==> src/rtl/ext_irq_pkg.sv <==
package ext_irq_pkg;
  typedef enum logic [1:0] {
    SENSE_LOW  = 2'b00,
    SENSE_FALL = 2'b01,
    SENSE_RISE = 2'b10,
    SENSE_BOTH = 2'b11
  } sense_e;
endpackage

==> src/rtl/ext_irq_sync.sv <==
module ext_irq_sync #(
  parameter int unsigned N    = 8,
  parameter bit          IDLE = 1'b1
) (
  input  logic         clk_i,
  input  logic         rst_ni,
  input  logic [N-1:0] pin_i,
  output logic [N-1:0] cur_o,
  output logic [N-1:0] prev_o
);
  for (genvar n = 0; n < N; n++) begin : g_ch
    logic s1_q, s2_q, s3_q;
    // reset to idle level so no edge appears at reset release
    always_ff @(posedge clk_i or negedge rst_ni) begin
      if (!rst_ni) begin
        s1_q <= IDLE;
        s2_q <= IDLE;
        s3_q <= IDLE;
      end else begin
        s1_q <= pin_i[n];
        s2_q <= s1_q;
        s3_q <= s2_q;
      end
    end
    assign cur_o[n]  = s2_q;
    assign prev_o[n] = s3_q;
  end
endmodule

==> src/rtl/ext_irq_sense.sv <==
module ext_irq_sense
  import ext_irq_pkg::*;
#(
  parameter int unsigned N  = 8,
  localparam int unsigned SW = 2 * N
) (
  input  logic [SW-1:0] sense_i,
  input  logic [N-1:0]  cur_i,
  input  logic [N-1:0]  prev_i,
  output logic [N-1:0]  set_o,
  output logic [N-1:0]  ack_ok_o
);
  for (genvar n = 0; n < N; n++) begin : g_ch
    sense_e mode;
    assign mode = sense_e'(sense_i[2*n +: 2]);
    always_comb begin
      unique case (mode)
        SENSE_LOW:  set_o[n] = ~cur_i[n];
        SENSE_FALL: set_o[n] = prev_i[n] & ~cur_i[n];
        SENSE_RISE: set_o[n] = ~prev_i[n] & cur_i[n];
        default:    set_o[n] = prev_i[n] ^ cur_i[n];
      endcase
      // level mode: acknowledge only clears once the line is released
      ack_ok_o[n] = (mode != SENSE_LOW) | cur_i[n];
    end
  end
endmodule

==> src/rtl/ext_irq_flag_bank.sv <==
module ext_irq_flag_bank #(
  parameter int unsigned N = 8
) (
  input  logic         clk_i,
  input  logic         rst_ni,
  input  logic [N-1:0] set_i,
  input  logic [N-1:0] ack_ok_i,
  input  logic [N-1:0] ack_i,
  input  logic [N-1:0] hold_i,
  input  logic         rd_en_i,
  input  logic         wr_en_i,
  input  logic [N-1:0] wr_data_i,
  output logic [N-1:0] flag_o
);
  logic [N-1:0] flag_q, flag_d, armed_q, armed_d, sw_clr, hw_clr;

  always_comb begin
    sw_clr  = {N{wr_en_i}} & ~wr_data_i & armed_q;
    hw_clr  = ack_i & ~hold_i & ack_ok_i;
    // set wins over any clear in the same cycle
    flag_d  = set_i | (flag_q & ~(sw_clr | hw_clr));
    armed_d = flag_d & (armed_q | ({N{rd_en_i}} & flag_q));
  end

  always_ff @(posedge clk_i or negedge rst_ni) begin
    if (!rst_ni) begin
      flag_q  <= '0;
      armed_q <= '0;
    end else begin
      flag_q  <= flag_d;
      armed_q <= armed_d;
    end
  end

  assign flag_o = flag_q;

  for (genvar n = 0; n < N; n++) begin : g_chk
    p_rise_cause_r2: assert property (@(posedge clk_i) disable iff (!rst_ni)
      $rose(flag_q[n]) |-> $past(set_i[n]));
    p_fall_cause_r5: assert property (@(posedge clk_i) disable iff (!rst_ni)
      $fell(flag_q[n]) |->
        $past((wr_en_i && !wr_data_i[n] && armed_q[n]) || (ack_i[n] && !hold_i[n])));
    p_hold_keeps_r8: assert property (@(posedge clk_i) disable iff (!rst_ni)
      (flag_q[n] && hold_i[n] && !(wr_en_i && !wr_data_i[n])) |=> flag_q[n]);
    p_one_write_r4: assert property (@(posedge clk_i) disable iff (!rst_ni)
      (flag_q[n] && !ack_i[n] && wr_en_i && wr_data_i[n]) |=> flag_q[n]);
  end
endmodule

==> src/rtl/ext_irq_flags.sv <==
module ext_irq_flags
  import ext_irq_pkg::*;
#(
  parameter int unsigned N  = 8,
  localparam int unsigned SW = 2 * N
) (
  input  logic          clk_i,
  input  logic          rst_ni,
  input  logic [N-1:0]  irq_pin_i,
  input  logic [SW-1:0] sense_i,
  input  logic          rd_en_i,
  output logic [N-1:0]  rd_data_o,
  input  logic          wr_en_i,
  input  logic [N-1:0]  wr_data_i,
  input  logic [N-1:0]  ack_i,
  input  logic [N-1:0]  hold_i,
  input  logic [N-1:0]  irq_en_i,
  output logic [N-1:0]  irq_req_o,
  output logic          irq_any_o
);
  logic [N-1:0] cur, prev, set, ack_ok, flag;

  ext_irq_sync #(.N(N), .IDLE(1'b1)) u_sync (
    .clk_i (clk_i),
    .rst_ni(rst_ni),
    .pin_i (irq_pin_i),
    .cur_o (cur),
    .prev_o(prev)
  );

  ext_irq_sense #(.N(N)) u_sense (
    .sense_i (sense_i),
    .cur_i   (cur),
    .prev_i  (prev),
    .set_o   (set),
    .ack_ok_o(ack_ok)
  );

  ext_irq_flag_bank #(.N(N)) u_flags (
    .clk_i    (clk_i),
    .rst_ni   (rst_ni),
    .set_i    (set),
    .ack_ok_i (ack_ok),
    .ack_i    (ack_i),
    .hold_i   (hold_i),
    .rd_en_i  (rd_en_i),
    .wr_en_i  (wr_en_i),
    .wr_data_i(wr_data_i),
    .flag_o   (flag)
  );

  assign rd_data_o = flag;
  assign irq_req_o = flag & irq_en_i;
  assign irq_any_o = |irq_req_o;

  p_any_needs_flag_r9: assert property (@(posedge clk_i) disable iff (!rst_ni)
    irq_any_o |-> ((rd_data_o & irq_en_i) != '0));

  for (genvar n = 0; n < N; n++) begin : g_chk
    p_level_sets_r6: assert property (@(posedge clk_i) disable iff (!rst_ni)
      (sense_i[2*n +: 2] == SENSE_LOW && !cur[n]) |=> rd_data_o[n]);
  end
endmodule

==> config.mk <==
export PLATFORM = sky130hd
export DESIGN_NAME = ext_irq_flags
export DESIGN_NICKNAME = d
export VERILOG_FILES = /design/src/rtl/ext_irq_pkg.sv /design/src/rtl/ext_irq_sync.sv /design/src/rtl/ext_irq_sense.sv /design/src/rtl/ext_irq_flag_bank.sv /design/src/rtl/ext_irq_flags.sv
export SDC_FILE = /design/constraint.sdc
export NUM_CORES = 1
export LEC_CHECK = 0
export BUFFER_PORTS_ARGS = -buffer_cell sky130_fd_sc_hd__buf_2
export CORE_MARGIN = 2
export CORE_UTILIZATION = 25
export CTS_CLUSTER_SIZE = 12
export DETAILED_ROUTE_END_ITERATION = 8
export PLACE_DENSITY = 0.55
export SLEW_MARGIN = 20
export SYNTH_ARGS = -nofsm -noshare
export SYNTH_HDL_FRONTEND = slang
export SYNTH_SLANG_ARGS = --single-unit
==> constraint.sdc <==
create_clock -name clk_i -period 2.65 [get_ports clk_i]
set_input_delay 0.3975 -clock clk_i [delete_from_list [all_inputs] [get_ports clk_i]]
set_output_delay 0.3975 -clock clk_i [all_outputs]
set_load 0.02 [all_outputs]
==> impl_results.md <==
- Antenna-violating nets left: 0
- Maximum clock rate: 423 MHz
- Clock buffer depth: 2
- RePlAce Congestion: 0.701
- Leading area contributor after synthesis: dfstp_2
- CP startpoint kind: flip-flop
- P_leak: 1.21 nW
- Core Util, Final: 33.8%
- Core footprint: 0.00725 mm^2
- Std-Cell Rows: 31
- Number of fillers in the final layout: 758
- WS Path Type: flip-flop to output port
- Yosys Warn Count: 0
- Nets: 316
- Final TNS setup: 0 ps
- Final setup vio count: 0
- Multi-input logic area: 713 um^2
- R2R Setup Slk: 1070 ps
- Die Span X: 90.5 um
- Final HPWL DP: 2980 um
- CTS tree: done
- Hold path startpoint: irq_pin_i[6]
- Outcome: finished, final reports clean
- First-pass GRT wire length: 6500 um
- Slew @ Worst Pin: 884 ps
- Clock transition at path regs: 70 ps
- CTS Buf Count: 5
- Layout cells sized above 1: 46.9%
- Maximum vdd drop: 0.220 mV
- CP Data Required Time: 2250 ps
- Grt ovf: 0
- R2R depth: 4
- Total of max-cap violations: 0
- I/O pin count: 77
- Reg-to-Reg End: u_flags.armed_q[5]
- Vias post-DR: 1390
- GRT Total Usage: 9.96%
- Pin count of the biggest net entering global routing: 41
- Avg Synthesized Cell Area: 11.8 um^2
- Most used DFF post-synth: dfstp_2
- Yosys top cell area share: 33.7%
- Avg WL per Cell: 11.3 um
- Fin. Hold Viols: 0
- Post-CTS sizing: 0
- Worst Path Max Fanout: 4
- Fin. max-slew vios: 0
- R2R Path Start: u_sync.g_ch[5].s3_q
- Period utilisation layout: 89.2%
- #FFs+latches synth: 40
- Setup Skew: 5.76 ps
- Syn nets: 235
- Area post-placement: 0.00237 mm^2
- Root Buffer: clkbuf_8
- Top post-synthesis cells by area: dfstp_2 (34%), dfrtp_1 (21%), ha_1 (11%)
- Die Ht: 90.5 um
- Initial antenna violation count: 0
- Clock tree sinks: 40
- DR DRC count: 0
- RSZ-0062 raised after global routing: false
- EDFF count, synth: 0
- Drt pass-1 iters: 4
- Synth-to-Final Area Change: 30.8%
- Crit path arrival time: 1970 ps
- Top-count cell post-synth: inv_1
- Post-route design area: 0.00245 mm^2
- Die Area: 0.00820 mm^2
- Synth cell types: 18
- Post-synthesis sequential area ratio: 55.1%
- Vias/cell: 4.09
- Port Buf Inserts: 76
- Synth cell count leaders: inv_1 (32), dfstp_2 (24), dfrtp_1 (16), ha_1 (16), a21oi_1 (15)
- Initial DRC Count: 38
- Crit. End Element: output port
- Hold Path Cell Cnt: 1
- Post CTS Setup Buffer Count: 0
- Slew headroom: 41.1%
- Minimum clock period: 2360 ps
- CTS H-tree depth: 2
- Hold-fix buffers, CTS: 0
- Mapped Cells: 159
- Initial Util: 25.8%
- Antenna diodes: 0
- Vias in the first global route: 1446
- Post-synthesis cell area: 0.00187 mm^2
- Hold Crit Class: input pin to flip-flop
- Fraction of registers with async set/reset: 100%
- Power Density: 583 mW/mm^2
- Sequential cell area: 0.00103 mm^2
- Routed WL: 3830 um
- Worst-Skew Late Latency: 280 ps
- WHS Endpoint: u_sync.g_ch[6].s1_q
-- stage by stage --
step | std cells | power, W | setup WS (ps) | hold slack [ps]
floorplan | 159 | 0.000932 | 471 | 102
global placement | 332 | 0.00106 | 498 | 346
detailed placement | 332 | 0.00107 | 492 | 347
CTS | 340 | 0.00147 | 264 | 192
global route | 340 | 0.00154 | 181 | 182
finish | 340 | 0.00143 | 286 | 207
-- worst max-delay path, stage by stage, from the launching register on --
cell,delay (ps)
dfrtp_1,410
and2_4,150
or4_1,500
or4_1,460
buf_2,170
-- kinds of logic (layout without fill, tap and decap cells) --
group,Yosys count,count (layout),share of synthesized area (%)
buffers and inverters,34,116,6.82
adders and majority gates,16,16,10.7
and+or+nand+nor,43,43,13.4
muxes,7,7,8.42
AOI/OAI and AO/OA,19,19,5.61
DFF,40,40,55.1
-- layer usage --
layer,up-vias,wire length (um),GRT usage [%]
li1,682,-,-
met1,649,1740,12.4
met2,54,1760,16.2
met3,5,287,3.51
met4,0,48,3.08
met5,-,0,0
-- worst max path at each step --
stage	end	start	slack (ps)	cells after the start
after floorplan	irq_any_o	u_flags.flag_o[3]	470	3
final	irq_any_o	u_flags.flag_o[2]	290	4
after global routing	irq_any_o	u_flags.flag_o[3]	180	4
after CTS	irq_any_o	u_flags.flag_o[2]	260	4
after detailed placement	irq_any_o	irq_en_i[2]	490	5
after global placement	irq_any_o	irq_en_i[2]	500	5
-- power breakdown --
part / switching, W / internal [W] / total [W]
Sequential: 0.0000521 / 0.000701 / 0.000754
Combinational: 0.000163 / 0.000135 / 0.000298
Clock: 0.000190 / 0.000187 / 0.000377
Total: 0.000405 / 0.00102 / 0.00143
-- sequential cells by signal (all words and copies together), names as in the netlist --
signal            cells
u_flags.flag_o        8
u_sync.g_ch.s2_q      8
u_sync.g_ch.s1_q      8
u_sync.g_ch.s3_q      8
u_flags.armed_q       8
-- layout make-up --
class | count | share of cell area, %
clock buffers | 8 | 3.27
inverters | 32 | 4.91
multi-input cells | 85 | 29.1
flip-flops and latches | 40 | 42.1
well taps | 99 | 5.06
repair buffers | 76 | 15.5
-- placed cells by master (no fill, tap or decap) --
cell	count
nand3b_1	7
clkbuf_8	5
dfstp_2	24
buf_2	76
ha_1	16
a21oi_1	15
o221ai_1	1
inv_1	32
nand2b_1	8
dfrtp_1	16
or4_1	2
or2_1	1
and2_4	1
nand2_1	9
clkbuf_1	3
nand3_1	8
a31oi_1	1
mux4_2	7
o211ai_1	2
and2_1	7
Power figures use the tool's default switching activity.
